`src/rtl/msiq_pkg.sv`:
```
package msiq_pkg;

    localparam int REC_SHIFT   = 6;    // 64-byte records
    localparam int BASE_LO     = 6;    // base keeps bits 49:6
    localparam int BASE_HI     = 49;
    localparam int PHYS_W      = 50;
    localparam int EN_BIT      = 44;
    localparam int ERRCLR_BIT  = 47;
    localparam int OVF_BIT     = 57;

    typedef enum logic [2:0] {
        SEL_CTL_SET = 3'd0,
        SEL_CTL_CLR = 3'd1,
        SEL_STATE   = 3'd2,
        SEL_TAIL    = 3'd3,
        SEL_HEAD    = 3'd4,
        SEL_BASE    = 3'd5
    } reg_sel_e;

    typedef enum logic [2:0] {
        QS_IDLE   = 3'b001,
        QS_ACTIVE = 3'b010,
        QS_ERROR  = 3'b100
    } qstate_e;

    typedef struct packed {
        logic [6:0]  fmt;
        logic [9:0]  len;
        logic [15:0] rid;
        logic [61:0] addr;
        logic [31:0] data;
    } msi_event_t;

    function automatic logic [63:0] pack_word0(msi_event_t e);
        return {1'b0, e.fmt, e.len, e.addr[61:48], e.rid, e.data[15:0]};
    endfunction

    function automatic logic [63:0] pack_word1(msi_event_t e);
        return {e.addr[47:0], e.data[31:16]};
    endfunction

    function automatic qstate_e state_code(logic en, logic err);
        if (err)
            return QS_ERROR;
        else if (en)
            return QS_ACTIVE;
        else
            return QS_IDLE;
    endfunction

endpackage

```
`src/rtl/msiq_queue_ctx.sv`:
```
module msiq_queue_ctx
    import msiq_pkg::*;
#(
    parameter int PTR_W = 7
) (
    input  logic             clk,
    input  logic             rst,
    input  logic             push,
    input  logic             drop,
    input  logic             set_en,
    input  logic             clr_en,
    input  logic             set_ovf,
    input  logic             clr_ovf,
    input  logic             clr_err,
    input  logic             head_we,
    input  logic             tail_we,
    input  logic [PTR_W-1:0] ptr_wdata,
    output logic             en,
    output logic             ovf,
    output logic             err,
    output logic [PTR_W-1:0] head,
    output logic [PTR_W-1:0] tail
);

    always_ff @(posedge clk) begin
        if (rst) begin
            en   <= 1'b0;
            ovf  <= 1'b0;
            err  <= 1'b0;
            head <= '0;
            tail <= '0;
        end else begin
            if (set_en)
                en <= 1'b1;
            else if (clr_en)
                en <= 1'b0;

            if (drop || set_ovf)
                ovf <= 1'b1;
            else if (clr_ovf)
                ovf <= 1'b0;

            if (drop)
                err <= 1'b1;
            else if (clr_err)
                err <= 1'b0;

            if (head_we)
                head <= ptr_wdata;

            if (tail_we)
                tail <= ptr_wdata;
            else if (push)
                tail <= tail + 1'b1;
        end
    end


    push_needs_open_chk: assert property (@(posedge clk) disable iff (rst)
        push |-> (en && !err));


    no_push_when_full_chk: assert property (@(posedge clk) disable iff (rst)
        push |-> (PTR_W'(tail + 1'b1) != head));


    tail_step_chk: assert property (@(posedge clk) disable iff (rst)
        (push && !tail_we) |=> (tail == PTR_W'($past(tail) + 1'b1)));


    drop_flags_chk: assert property (@(posedge clk) disable iff (rst)
        drop |=> (ovf && err));

endmodule

```
`src/rtl/msiq_rec_fmt.sv`:
```
module msiq_rec_fmt
    import msiq_pkg::*;
#(
    parameter int QW    = 2,
    parameter int PTR_W = 7
) (
    input  logic                     clk,
    input  logic                     rst,
    input  logic                     fire,
    input  logic [QW-1:0]            queue,
    input  logic [PTR_W-1:0]         tail,
    input  logic [BASE_HI:BASE_LO]   base_hi,
    input  msi_event_t               ev,
    output logic                     wr_valid,
    output logic [63:0]              wr_addr,
    output logic [63:0]              wr_w0,
    output logic [63:0]              wr_w1
);

    localparam int SLOT_W = QW + PTR_W + REC_SHIFT;

    logic [PHYS_W-1:0] slot_off;
    logic [PHYS_W-1:0] slot_addr;

    always_comb begin
        slot_off  = PHYS_W'({queue, tail, {REC_SHIFT{1'b0}}});
        slot_addr = {base_hi, {BASE_LO{1'b0}}} + slot_off;
    end

    always_ff @(posedge clk) begin
        if (rst) begin
            wr_valid <= 1'b0;
            wr_addr  <= '0;
            wr_w0    <= '0;
            wr_w1    <= '0;
        end else begin
            wr_valid <= fire;
            if (fire) begin
                wr_addr <= {{(64-PHYS_W){1'b0}}, slot_addr};
                wr_w0   <= pack_word0(ev);
                wr_w1   <= pack_word1(ev);
            end
        end
    end


    rec_aligned_chk: assert property (@(posedge clk) disable iff (rst)
        wr_valid |-> (wr_addr[REC_SHIFT-1:0] == '0 && wr_addr[63:PHYS_W] == '0));


    single_pulse_chk: assert property (@(posedge clk) disable iff (rst)
        wr_valid |-> $past(fire));

    initial begin
        assert (SLOT_W <= PHYS_W);
    end

endmodule

```
`src/rtl/msiq_ring_ctrl.sv`:
```
module msiq_ring_ctrl
    import msiq_pkg::*;
#(
    parameter int NUM_Q = 4,
    parameter int PTR_W = 7,
    localparam int QW   = (NUM_Q > 1) ? $clog2(NUM_Q) : 1,
    localparam int AW   = QW + 3
) (
    input  logic              clk,
    input  logic              rst,
    input  logic              reg_we,
    input  logic [AW-1:0]     reg_addr,
    input  logic [63:0]       reg_wdata,
    output logic [63:0]       reg_rdata,
    input  logic              ev_valid,
    input  logic [QW-1:0]     ev_queue,
    input  logic [6:0]        ev_fmt,
    input  logic [9:0]        ev_len,
    input  logic [15:0]       ev_rid,
    input  logic [61:0]       ev_addr,
    input  logic [31:0]       ev_data,
    output logic              mem_wr_valid,
    output logic [63:0]       mem_wr_addr,
    output logic [63:0]       mem_wr_w0,
    output logic [63:0]       mem_wr_w1,
    output logic [NUM_Q-1:0]  irq
);

    logic [QW-1:0] acc_q;
    reg_sel_e      acc_sel;
    assign acc_q   = reg_addr[AW-1:3];
    assign acc_sel = reg_sel_e'(reg_addr[2:0]);

    logic wdata_unused;
    assign wdata_unused = ^reg_wdata;

    logic [BASE_HI:BASE_LO] base_hi;
    always_ff @(posedge clk) begin
        if (rst)
            base_hi <= '0;
        else if (reg_we && acc_sel == SEL_BASE)
            base_hi <= reg_wdata[BASE_HI:BASE_LO];
    end

    logic [NUM_Q-1:0] en_a, ovf_a, err_a, push_a, drop_a;
    logic [PTR_W-1:0] head_a [NUM_Q];
    logic [PTR_W-1:0] tail_a [NUM_Q];
    qstate_e          state_a [NUM_Q];

    for (genvar q = 0; q < NUM_Q; q++) begin : g_queue
        logic hit, set_wr, clr_wr, full;
        assign hit    = reg_we && (acc_q == QW'(q));
        assign set_wr = hit && acc_sel == SEL_CTL_SET;
        assign clr_wr = hit && acc_sel == SEL_CTL_CLR;
        assign full   = (PTR_W'(tail_a[q] + 1'b1) == head_a[q]);

        always_comb begin
            push_a[q] = 1'b0;
            drop_a[q] = 1'b0;
            if (ev_valid && ev_queue == QW'(q) && en_a[q] && !err_a[q]) begin
                push_a[q] = !full;
                drop_a[q] = full;
            end
        end

        msiq_queue_ctx #(.PTR_W(PTR_W)) u_ctx (
            .clk       (clk),
            .rst       (rst),
            .push      (push_a[q]),
            .drop      (drop_a[q]),
            .set_en    (set_wr && reg_wdata[EN_BIT]),
            .clr_en    (clr_wr && reg_wdata[EN_BIT]),
            .set_ovf   (set_wr && reg_wdata[OVF_BIT]),
            .clr_ovf   (clr_wr && reg_wdata[OVF_BIT]),
            .clr_err   (clr_wr && reg_wdata[ERRCLR_BIT]),
            .head_we   (hit && acc_sel == SEL_HEAD),
            .tail_we   (hit && acc_sel == SEL_TAIL),
            .ptr_wdata (reg_wdata[PTR_W-1:0]),
            .en        (en_a[q]),
            .ovf       (ovf_a[q]),
            .err       (err_a[q]),
            .head      (head_a[q]),
            .tail      (tail_a[q])
        );

        assign state_a[q] = state_code(en_a[q], err_a[q]);
        assign irq[q]     = en_a[q] && (head_a[q] != tail_a[q]);


        state_onehot_chk: assert property (@(posedge clk) disable iff (rst)
            $onehot(state_a[q]));


        idle_queue_frozen_chk: assert property (@(posedge clk) disable iff (rst)
            (ev_valid && ev_queue == QW'(q) && !en_a[q] && !reg_we)
                |=> $stable(tail_a[q]));


        irq_empty_chk: assert property (@(posedge clk) disable iff (rst)
            (head_a[q] == tail_a[q]) |-> !irq[q]);
    end

    logic [PTR_W-1:0] ev_tail;
    always_comb begin
        ev_tail = '0;
        for (int q = 0; q < NUM_Q; q++)
            if (ev_queue == QW'(q))
                ev_tail = tail_a[q];
    end

    msi_event_t ev;
    assign ev = '{fmt: ev_fmt, len: ev_len, rid: ev_rid, addr: ev_addr, data: ev_data};

    msiq_rec_fmt #(.QW(QW), .PTR_W(PTR_W)) u_fmt (
        .clk      (clk),
        .rst      (rst),
        .fire     (|push_a),
        .queue    (ev_queue),
        .tail     (ev_tail),
        .base_hi  (base_hi),
        .ev       (ev),
        .wr_valid (mem_wr_valid),
        .wr_addr  (mem_wr_addr),
        .wr_w0    (mem_wr_w0),
        .wr_w1    (mem_wr_w1)
    );

    always_comb begin
        reg_rdata = '0;
        for (int q = 0; q < NUM_Q; q++) begin
            if (acc_q == QW'(q)) begin
                case (acc_sel)
                    SEL_CTL_SET, SEL_CTL_CLR: begin
                        reg_rdata[EN_BIT]  = en_a[q];
                        reg_rdata[OVF_BIT] = ovf_a[q];
                    end
                    SEL_STATE: reg_rdata[2:0] = state_a[q];
                    SEL_TAIL: begin
                        reg_rdata[OVF_BIT]     = ovf_a[q];
                        reg_rdata[PTR_W-1:0]   = tail_a[q];
                    end
                    SEL_HEAD:  reg_rdata[PTR_W-1:0] = head_a[q];
                    default:   reg_rdata = '0;
                endcase
            end
        end
        if (acc_sel == SEL_BASE)
            reg_rdata = {{(64-PHYS_W){1'b1}}, base_hi, {BASE_LO{1'b0}}};
    end

endmodule

```
`config.mk`:
```
export PLATFORM = sky130hd
export DESIGN_NAME = msiq_ring_ctrl
export DESIGN_NICKNAME = d
export VERILOG_FILES = /design/src/rtl/msiq_pkg.sv /design/src/rtl/msiq_queue_ctx.sv /design/src/rtl/msiq_rec_fmt.sv /design/src/rtl/msiq_ring_ctrl.sv
export SDC_FILE = /design/constraint.sdc
export NUM_CORES = 1
export LEC_CHECK = 0
export ABC_AREA = 1
export BUFFER_PORTS_ARGS = -buffer_cell sky130_fd_sc_hd__buf_2
export CAP_MARGIN = 30
export CELL_PAD_IN_SITES_DETAIL_PLACEMENT = 0
export CELL_PAD_IN_SITES_GLOBAL_PLACEMENT = 1
export CORE_MARGIN = 4
export CORE_UTILIZATION = 32
export DETAILED_ROUTE_END_ITERATION = 8
export PLACE_DENSITY = 0.86
export SLEW_MARGIN = 20
export SYNTH_ARGS = -nofsm -noshare
export SYNTH_HDL_FRONTEND = slang
export SYNTH_SLANG_ARGS = --single-unit
```
`constraint.sdc`:
```
create_clock -name clk -period 4.4 [get_ports clk]
set_input_delay 0.22 -clock clk [delete_from_list [all_inputs] [get_ports clk]]
set_output_delay 0.22 -clock clk [all_outputs]
set_load 0.01 [all_outputs]
```
==> results of run 1 <==
==> metal layers <==
metal | share of wire | up-vias | global-route usage
li1 | - | 8808 | -
met1 | 0.43 | 7673 | 0.272
met2 | 0.45 | 570 | 0.347
met3 | 0.072 | 143 | 0.0451
met4 | 0.045 | 0 | 0.0941
met5 | 0 | - | 0
==> critical path, cell delays in order (launching register included) <==
cell and delay [ps]:
dfxtp_1 420, inv_1 140, o21ai_0 150, o221ai_1 130
o21ai_0 160, ha_1 330, fa_1 350, nand3_1 100
nand2_1 230, inv_1 100, o21ai_0 550, nand2_1 100
nand2_1 240, inv_1 60, o21ai_0 140, nand2_1 70
nor2_1 80, nor2_1 50
==> final timing paths <==
| check | endpoint | from | slack (ps) | cells after the start |
|---|---|---|---|---|
| max | u_fmt.wr_addr[32]$_SDFFE_PP0P_ | g_queue[1].u_ctx.tail[0]$_SDFFE_PP0P_ | 900 | 17 |
| min reg2reg | base_hi[6]$_SDFFE_PP0P_ | base_hi[6]$_SDFFE_PP0P_ | 490 | 2 |
| max reg2reg | u_fmt.wr_addr[32]$_SDFFE_PP0P_ | g_queue[1].u_ctx.tail[0]$_SDFFE_PP0P_ | 900 | 17 |
| min | g_queue[0].u_ctx.head[4]$_SDFFE_PP0P_ | reg_wdata[4] | 30 | 3 |
==> cells by family (layout without fill, tap and decap cells) <==
group,Yosys count,after routing,share of synthesized area
and+or+nand+nor,1369,1369,0.344
buffers and inverters,484,1022,0.136
AOI/OAI and AO/OA,323,323,0.114
DFF,284,284,0.363
xor gates and xnor gates,56,56,0.0313
adders and majority gates,14,14,0.0117
other,1,21,0.000240
==> through the flow <==
stage | std cells | setup slack (ps) | util | power [W]
2_1_floorplan | 2551 | 1790 | - | 0.00292
3_3_place_gp | 3477 | 983 | 0.376 | 0.00310
3_5_place_dp | 3477 | 907 | 0.376 | 0.00310
4_1_cts | 3704 | 991 | 0.434 | 0.00614
5_1_grt | 3704 | 497 | 0.434 | 0.00631
6_report | 3704 | 902 | 0.434 | 0.00607
==> cells in the final DEF, fill, tap and decap left out, types with 7 or more instances in the layout <==
cell type / count
clkbuf_1: 7
o22ai_1: 23
xor2_1: 44
buf_4: 14
dfxtp_1: 284
inv_1: 341
ha_1: 13
nor2_1: 520
clkbuf_16: 36
a21oi_1: 114
conb_1: 21
buf_2: 428
nand2_1: 698
clkbuf_8: 8
dlygate4sd3_1: 163
nor3_1: 36
o21ai_0: 145
nand3_1: 89
xnor2_1: 12
==> power breakdown <==
group	internal [W]	switching, W	total [W]	leakage [nW]
combinational	0.000237	0.000307	0.000544	8.04
clock	0.00171	0.00119	0.00290	0.559
sequential	0.00260	0.0000295	0.00263	2.29
total	0.00454	0.00153	0.00607	10.9
==> layout make-up <==
cell class | count | area, µm²
well taps | 615 | 769
inverters | 347 | 1310
clock buffers | 51 | 1040
multi-input cells | 1783 | 7930
clock inverters | 13 | 115
flip-flops and latches | 284 | 5690
repair buffers | 611 | 4000
fillers | 5043 | 27200
==> sequential cells by signal, summed over array words and instances (netlist names) <==
signal	count
u_fmt.wr_w1	64
u_fmt.wr_w0	63
base_hi	44
u_fmt.wr_addr	44
g_queue.u_ctx.head	28
g_queue.u_ctx.tail	28
g_queue.u_ctx.en	4
g_queue.u_ctx.err	4
g_queue.u_ctx.ovf	4
u_fmt.wr_valid	1
==> impl_results.html, run 1 <==
<table>
<tr><th>Metric</th><th>Value</th></tr>
<tr><th colspan="2">Status</th></tr>
<tr><td>Outcome</td><td>finished, final reports clean</td></tr>
<tr><th colspan="2">Clock network</th></tr>
<tr><td>CTS resizes</td><td>0</td></tr>
<tr><td>Worst-Skew Late Latency</td><td>550 ps</td></tr>
<tr><td>Clock Pin Slew Worst Setup and Hold Paths</td><td>60 ps</td></tr>
<tr><td>Cell at the root of the clock tree</td><td>clkbuf_16</td></tr>
<tr><td>Max H-tree Level</td><td>2</td></tr>
<tr><td># clock sinks</td><td>284</td></tr>
<tr><td>Buffers inserted during post-CTS setup optimization</td><td>0</td></tr>
<tr><td>Hold Buf Count CTS</td><td>163</td></tr>
<tr><td>Total clock buffers created by CTS</td><td>35</td></tr>
<tr><td>Clock tree buffer depth</td><td>3</td></tr>
<tr><td>CTS tree</td><td>yes</td></tr>
<tr><th colspan="2">Synth</th></tr>
<tr><td>Most common cell in the netlist</td><td>nand2_1</td></tr>
<tr><td>Synth Warn #</td><td>0</td></tr>
<tr><td>Top cells by area, synth</td><td>dfxtp_1, nand2_1, nor2_1, inv_1, o21ai_0</td></tr>
<tr><td>Number of synthesized flops with an enable pin</td><td>0</td></tr>
<tr><td>Post-synthesis cell type with the largest combined area</td><td>dfxtp_1</td></tr>
<tr><td>Synthesized area</td><td>0.0157 mm²</td></tr>
<tr><td>#FFs+latches synth</td><td>284</td></tr>
<tr><td>Post-synthesis async set-or-reset flop share</td><td>0</td></tr>
<tr><td>Synth Instances</td><td>2531</td></tr>
<tr><td>Number of library cell types mapped by synthesis</td><td>48</td></tr>
<tr><td>Top flip-flop cell by instance count after synthesis</td><td>dfxtp_1</td></tr>
<tr><td>Post-Syn Area per Cell</td><td>6.18 µm²</td></tr>
<tr><td>Part of the Yosys area used for sequential elements</td><td>0.363</td></tr>
<tr><td>Area share of the largest cell type after synthesis</td><td>0.363</td></tr>
<tr><td>Synth cell count leaders</td><td>nand2_1, nor2_1, inv_1, dfxtp_1, o21ai_0</td></tr>
<tr><th colspan="2">Cells and area</th></tr>
<tr><td>Final standard cell area without fillers</td><td>0.0208 mm²</td></tr>
<tr><td>Post-synthesis to final-layout area growth</td><td>33.2%</td></tr>
<tr><td>Layout cells sized above 1</td><td>0.168</td></tr>
<tr><td>Number of nets in the layout</td><td>3278</td></tr>
<tr><td>Number of diodes</td><td>0</td></tr>
<tr><th colspan="2">Run</th></tr>
<tr><td>Count of max-cap constraint violations</td><td>0</td></tr>
<tr><th colspan="2">Power</th></tr>
<tr><td>Power Density</td><td>291 mW/mm²</td></tr>
<tr><td>P_leak</td><td>10.9 nW</td></tr>
<tr><td>Maximum resistive drop on vdd</td><td>230 µV</td></tr>
<tr><th colspan="2">Critical path</th></tr>
<tr><td>Critical path required time</td><td>4860 ps</td></tr>
<tr><td>Critical Path Start Type</td><td>register</td></tr>
<tr><td>Critical Path AT</td><td>3950 ps</td></tr>
<tr><td>Category of the critical setup timing path</td><td>register to register</td></tr>
<tr><td>Biggest fanout along the worst timing path</td><td>6</td></tr>
<tr><td>Crit path capture type</td><td>register</td></tr>
<tr><th colspan="2">Floorplanning</th></tr>
<tr><td>Area of the die</td><td>0.0525 mm²</td></tr>
<tr><td>Area of the core</td><td>0.0480 mm²</td></tr>
<tr><td>Number of I/O pins</td><td>463</td></tr>
<tr><td>Die Wd</td><td>229 µm</td></tr>
<tr><td>Number of rows created at floorplan</td><td>80</td></tr>
<tr><td>Initial standard-cell utilization of the core</td><td>0.326</td></tr>
<tr><td>Die Y</td><td>229 µm</td></tr>
<tr><th colspan="2">GRT</th></tr>
<tr><td>Number of global-route vias before repair</td><td>16300</td></tr>
<tr><td>Global-route wire length before repair</td><td>90500 µm</td></tr>
<tr><td>Antenna violations before repair</td><td>0</td></tr>
<tr><td>Largest net degree at the start of global routing</td><td>121</td></tr>
<tr><td>Total global routing track utilization</td><td>0.213</td></tr>
<tr><td>GRT overflow</td><td>0</td></tr>
<tr><th colspan="2">Routing</th></tr>
<tr><td>First DRT Iteration DRCs</td><td>1330</td></tr>
<tr><td>Via count normalized by instance count</td><td>4.64</td></tr>
<tr><td>Post-route DRC</td><td>0</td></tr>
<tr><td>Total detailed-routing wirelength</td><td>59000 µm</td></tr>
<tr><td>Total number of vias</td><td>17200</td></tr>
<tr><td>Average routed wire per standard cell</td><td>15.9 µm</td></tr>
<tr><td>Antenna Violating Nets Remaining</td><td>0</td></tr>
<tr><td>Total iterations of the first detailed-routing run</td><td>5</td></tr>
<tr><th colspan="2">Place</th></tr>
<tr><td>Weighted congestion at the end of routability-driven global placement</td><td>0.933</td></tr>
<tr><td>Dpl hpwl</td><td>42700 µm</td></tr>
<tr><td>Placed Area</td><td>0.0181 mm²</td></tr>
<tr><td>Port bufs</td><td>428</td></tr>
<tr><th colspan="2">STA</th></tr>
<tr><td>Upper clock frequency limit</td><td>0.286 GHz</td></tr>
<tr><td>Max-slew headroom</td><td>0.373</td></tr>
<tr><td>RSZ-0062 raised after global routing</td><td>false</td></tr>
<tr><td>Minimum clock period after layout</td><td>3500 ps</td></tr>
<tr><td>Worst clock skew</td><td>30.3 ps</td></tr>
<tr><td>Count of final setup violators</td><td>0</td></tr>
<tr><td>Period utilization</td><td>0.795</td></tr>
<tr><td>Count of endpoints failing hold in the final timing report</td><td>0</td></tr>
<tr><td>Transition time of the tightest slew-check pin</td><td>931 ps</td></tr>
<tr><td>Smallest hold slack</td><td>31.8 ps</td></tr>
<tr><td>Number of max-slew violations in the final report</td><td>0</td></tr>
<tr><td>Aggregate negative setup slack</td><td>0 ps</td></tr>
<tr><th colspan="2">Hold path</th></tr>
<tr><td>Class of the tightest hold or removal check</td><td>input port to register</td></tr>
</table>
Power figures use the tool's default switching activity.
==> inputs of run 2 (changes only) <==
Settings changed: PLACE_DENSITY 0.86 to 0.89.
Clock period 4.4 ns to 3.1 ns, I/O delays scaled along.
==> run 2 against run 1 <==
Net effect: register-to-register slack got worse by 660 ps; clock skew increased by 0.59 ps; flip-flop and latch count unchanged; final cell count rose by 0.84%; sequential power rose by 42%; utilization up 0.73 points; critical endpoint is now u_fmt.wr_addr[40]$_SDFFE_PP0P_; highest routed layer unchanged.
==> impl_results.html, run 2 (synthesized netlist as in run 1, its figures left out) <==
<table>
<tr><th>Metric</th><th>Value</th></tr>
<tr><th colspan="2">GRT</th></tr>
<tr><td>Total global routing track utilization</td><td>0.215</td></tr>
<tr><td>GRT overflow</td><td>0</td></tr>
<tr><td>Number of global-route vias before repair</td><td>16400</td></tr>
<tr><td>Antenna violations before repair</td><td>1</td></tr>
<tr><td>Largest net degree at the start of global routing</td><td>78</td></tr>
<tr><td>Global-route wire length before repair</td><td>91200 µm</td></tr>
<tr><th colspan="2">Place</th></tr>
<tr><td>Post-placement worst setup slack</td><td>154 ps</td></tr>
<tr><td>Weighted congestion at the end of routability-driven global placement</td><td>1.01</td></tr>
<tr><td>Dpl hpwl</td><td>43800 µm</td></tr>
<tr><td>Port bufs</td><td>428</td></tr>
<tr><th colspan="2">Critical path</th></tr>
<tr><td>Critical path required time</td><td>3530 ps</td></tr>
<tr><td>Largest stage delay on the critical path</td><td>490 ps</td></tr>
<tr><td>Dominant delay contributor by cell family on the critical path</td><td>simple AND/OR/NAND/NOR gates</td></tr>
<tr><td>Category of the critical setup timing path</td><td>register to register</td></tr>
<tr><td>Crit path capture type</td><td>register</td></tr>
<tr><td>Slowest stage cell, crit path</td><td>dfxtp_1</td></tr>
<tr><td>Critical Path Start Type</td><td>register</td></tr>
<tr><td>Biggest fanout along the worst timing path</td><td>5</td></tr>
<tr><td>CP bufs+invs</td><td>1</td></tr>
<tr><td>Library cell appearing most often on the critical path</td><td>nor2_1</td></tr>
<tr><td>Cell breakdown of the critical path</td><td>inv_1, o21ai_0, o221ai_1, o21ai_0, ha_1, nand2_1, nor2_1, nand4_1, nor2_1, nand3_1, nand3_1, nand2_1, nor2_1, nor2_1</td></tr>
<tr><td>Critical Path AT</td><td>3290 ps</td></tr>
<tr><th colspan="2">Floorplanning</th></tr>
<tr><td>Area of the core</td><td>0.0480 mm²</td></tr>
<tr><td>Initial standard-cell utilization of the core</td><td>0.326</td></tr>
<tr><td>Number of I/O pins</td><td>463</td></tr>
<tr><td>Die Wd</td><td>229 µm</td></tr>
<tr><td>Die Y</td><td>229 µm</td></tr>
<tr><td>Area of the die</td><td>0.0525 mm²</td></tr>
<tr><td>Number of rows created at floorplan</td><td>80</td></tr>
<tr><th colspan="2">STA</th></tr>
<tr><td>Upper clock frequency limit</td><td>0.350 GHz</td></tr>
<tr><td>Count of endpoints failing hold in the final timing report</td><td>0</td></tr>
<tr><td>Smallest hold slack</td><td>28.5 ps</td></tr>
<tr><td>Aggregate negative setup slack</td><td>0 ps</td></tr>
<tr><td>Count of final setup violators</td><td>0</td></tr>
<tr><td>Period utilization</td><td>0.923</td></tr>
<tr><td>Worst clock skew</td><td>30.9 ps</td></tr>
<tr><td>Minimum clock period after layout</td><td>2860 ps</td></tr>
<tr><td>Max-slew headroom</td><td>0.457</td></tr>
<tr><td>Smallest setup slack after layout</td><td>239 ps</td></tr>
<tr><td>RSZ-0062 raised after global routing</td><td>false</td></tr>
<tr><td>Transition time of the tightest slew-check pin</td><td>794 ps</td></tr>
<tr><td>Number of max-slew violations in the final report</td><td>0</td></tr>
<tr><th colspan="2">Cells and area</th></tr>
<tr><td>Layout cells sized above 1</td><td>0.175</td></tr>
<tr><td>Combined area of the multi-input logic cells</td><td>0.00794 mm²</td></tr>
<tr><td>Number of nets in the layout</td><td>3310</td></tr>
<tr><td>Largest registers</td><td>u_fmt.wr_w1 (64), u_fmt.wr_w0 (63)</td></tr>
<tr><td>Largest reg by FF count</td><td>u_fmt.wr_w1</td></tr>
<tr><td>Number of flip-flops in the largest register</td><td>64</td></tr>
<tr><td>Combined flip-flop and latch cell area</td><td>0.00569 mm²</td></tr>
<tr><td>Most used cells in the layout excluding fill and tap cells</td><td>nand2_1, nor2_1, buf_2</td></tr>
<tr><td>Post-synthesis to final-layout area growth</td><td>35.4%</td></tr>
<tr><td>Most common cell after layout, fill and taps aside</td><td>nand2_1</td></tr>
<tr><td>Number of filler instances in the final layout</td><td>5058</td></tr>
<tr><th colspan="2">Power</th></tr>
<tr><td>Maximum resistive drop on vdd</td><td>308 µV</td></tr>
<tr><td>Power Total</td><td>0.00880 W</td></tr>
<tr><td>Seq pwr share</td><td>0.424</td></tr>
<tr><td>P_leak</td><td>11.1 nW</td></tr>
<tr><td>Proportion of power drawn by combinational gates</td><td>0.091</td></tr>
<tr><td>Power Density</td><td>415 mW/mm²</td></tr>
<tr><td>Net switching power</td><td>0.00220 W</td></tr>
<tr><td>Internal power</td><td>0.00660 W</td></tr>
<tr><td>Clk network pwr share</td><td>0.485</td></tr>
<tr><td>Sw frac</td><td>0.250</td></tr>
<tr><th colspan="2">Routing</th></tr>
<tr><td>Total number of vias</td><td>17400</td></tr>
<tr><td>Detail Route met2 WL</td><td>27700 µm</td></tr>
<tr><td>Post-route DRC</td><td>0</td></tr>
<tr><td>Total detailed-routing wirelength</td><td>59700 µm</td></tr>
<tr><td>Post-Route M1 WL</td><td>25900 µm</td></tr>
<tr><td>Via count normalized by instance count</td><td>4.65</td></tr>
<tr><td>Average routed wire per standard cell</td><td>16.0 µm</td></tr>
<tr><td>Highest routed metal layer</td><td>met4</td></tr>
<tr><td>Total iterations of the first detailed-routing run</td><td>5</td></tr>
<tr><td>Routed length on met3</td><td>4130 µm</td></tr>
<tr><td>First DRT Iteration DRCs</td><td>1366</td></tr>
<tr><td>Antenna Violating Nets Remaining</td><td>0</td></tr>
<tr><th colspan="2">Clock network</th></tr>
<tr><td>Cell at the root of the clock tree</td><td>clkbuf_16</td></tr>
<tr><td>Max H-tree Level</td><td>2</td></tr>
<tr><td># clock sinks</td><td>284</td></tr>
<tr><td>Clock Pin Slew Worst Setup and Hold Paths</td><td>60 ps</td></tr>
<tr><td>Worst-Skew Late Latency</td><td>560 ps</td></tr>
<tr><td>Total clock buffers created by CTS</td><td>36</td></tr>
<tr><td>CTS tree</td><td>yes</td></tr>
<tr><td>Clock tree buffer depth</td><td>3</td></tr>
<tr><th colspan="2">Status</th></tr>
<tr><td>Outcome</td><td>finished, final reports clean</td></tr>
<tr><th colspan="2">Run</th></tr>
<tr><td>Count of max-cap constraint violations</td><td>0</td></tr>
<tr><th colspan="2">Hold path</th></tr>
<tr><td>Class of the tightest hold or removal check</td><td>input port to register</td></tr>
</table>
## run 2: cell count changes in the layout (fill, tap and decap cells not counted), sizes merged
cell | previous run | this run
bufinv | 1 | 2
dlygate4sd3 | 163 | 170
diode | 0 | 1
clkinvlp | 4 | 2
clkinv | 10 | 7
inv | 345 | 348
buf | 448 | 472
## run 2: per-layer routing
metal  vias up  GRT usage
met5         -          0
met4         0     0.0770
met3       113     0.0369
met2       662      0.360
met1      7733      0.280
li1       8868          -
## run 2: worst register-to-register path, stage by stage, from the launching register on
cell,delay (ps)
dfxtp_1,490
inv_1,90
o21ai_0,170
o221ai_1,140
o21ai_0,180
ha_1,280
nand2_1,130
nor2_1,340
nand4_1,260
nor2_1,190
nand3_1,120
nand3_1,100
nand2_1,90
nor2_1,130
nor2_1,50
## run 2: power groups by stage
stage	Sequential (W)	Combinational, W	Clock [W]
final	0.00373	0.000797	0.00427
after global routing	0.00374	0.000867	0.00452
after CTS	0.00373	0.000786	0.00438
after detailed placement	0.00381	0.000609	0
after global placement	0.00381	0.000608	0
after floorplan	0.00380	0.000336	0
## run 2: path summary, 6_finish.rpt
| path | endpoint | from | cells past startpoint | slack [ps] |
|---|---|---|---|---|
| worst max-delay path | u_fmt.wr_addr[40]$_SDFFE_PP0P_ | g_queue[1].u_ctx.tail[6]$_SDFFE_PP0P_ | 14 | 240 |
| worst max register to register | u_fmt.wr_addr[40]$_SDFFE_PP0P_ | g_queue[1].u_ctx.tail[6]$_SDFFE_PP0P_ | 14 | 240 |
| worst min-delay path | base_hi[46]$_SDFFE_PP0P_ | reg_wdata[46] | 3 | 30 |
| worst min register to register | base_hi[11]$_SDFFE_PP0P_ | base_hi[11]$_SDFFE_PP0P_ | 2 | 490 |
## run 2: metrics by stage
step | cell area (µm²) | utilization | std cells
6_report | 21200 | 0.441 | 3735
3_5_place_dp | 18300 | 0.381 | 3501
2_1_floorplan | 15700 | - | 2551
4_1_cts | 21200 | 0.441 | 3734
3_3_place_gp | 18300 | 0.381 | 3501
5_1_grt | 21200 | 0.441 | 3734
## run 2: area by class of cell
type | instances | share of cell area
diodes | 1 | 0.000118
clock buffers | 51 | 0.0499
clock inverters | 12 | 0.00614
inverters | 347 | 0.0618
multi-input cells | 1783 | 0.375
flip-flops and latches | 284 | 0.268
well taps | 615 | 0.0363
repair buffers | 642 | 0.203
## run 2: repair_timing
item                                    in CTS  in global routing
hold endpoints to repair                   173                  0
hold buffers                               170                  0
buffers inserted                             0                  0
resized for setup                            0                  3
endpoints found under the setup margin       0                  1
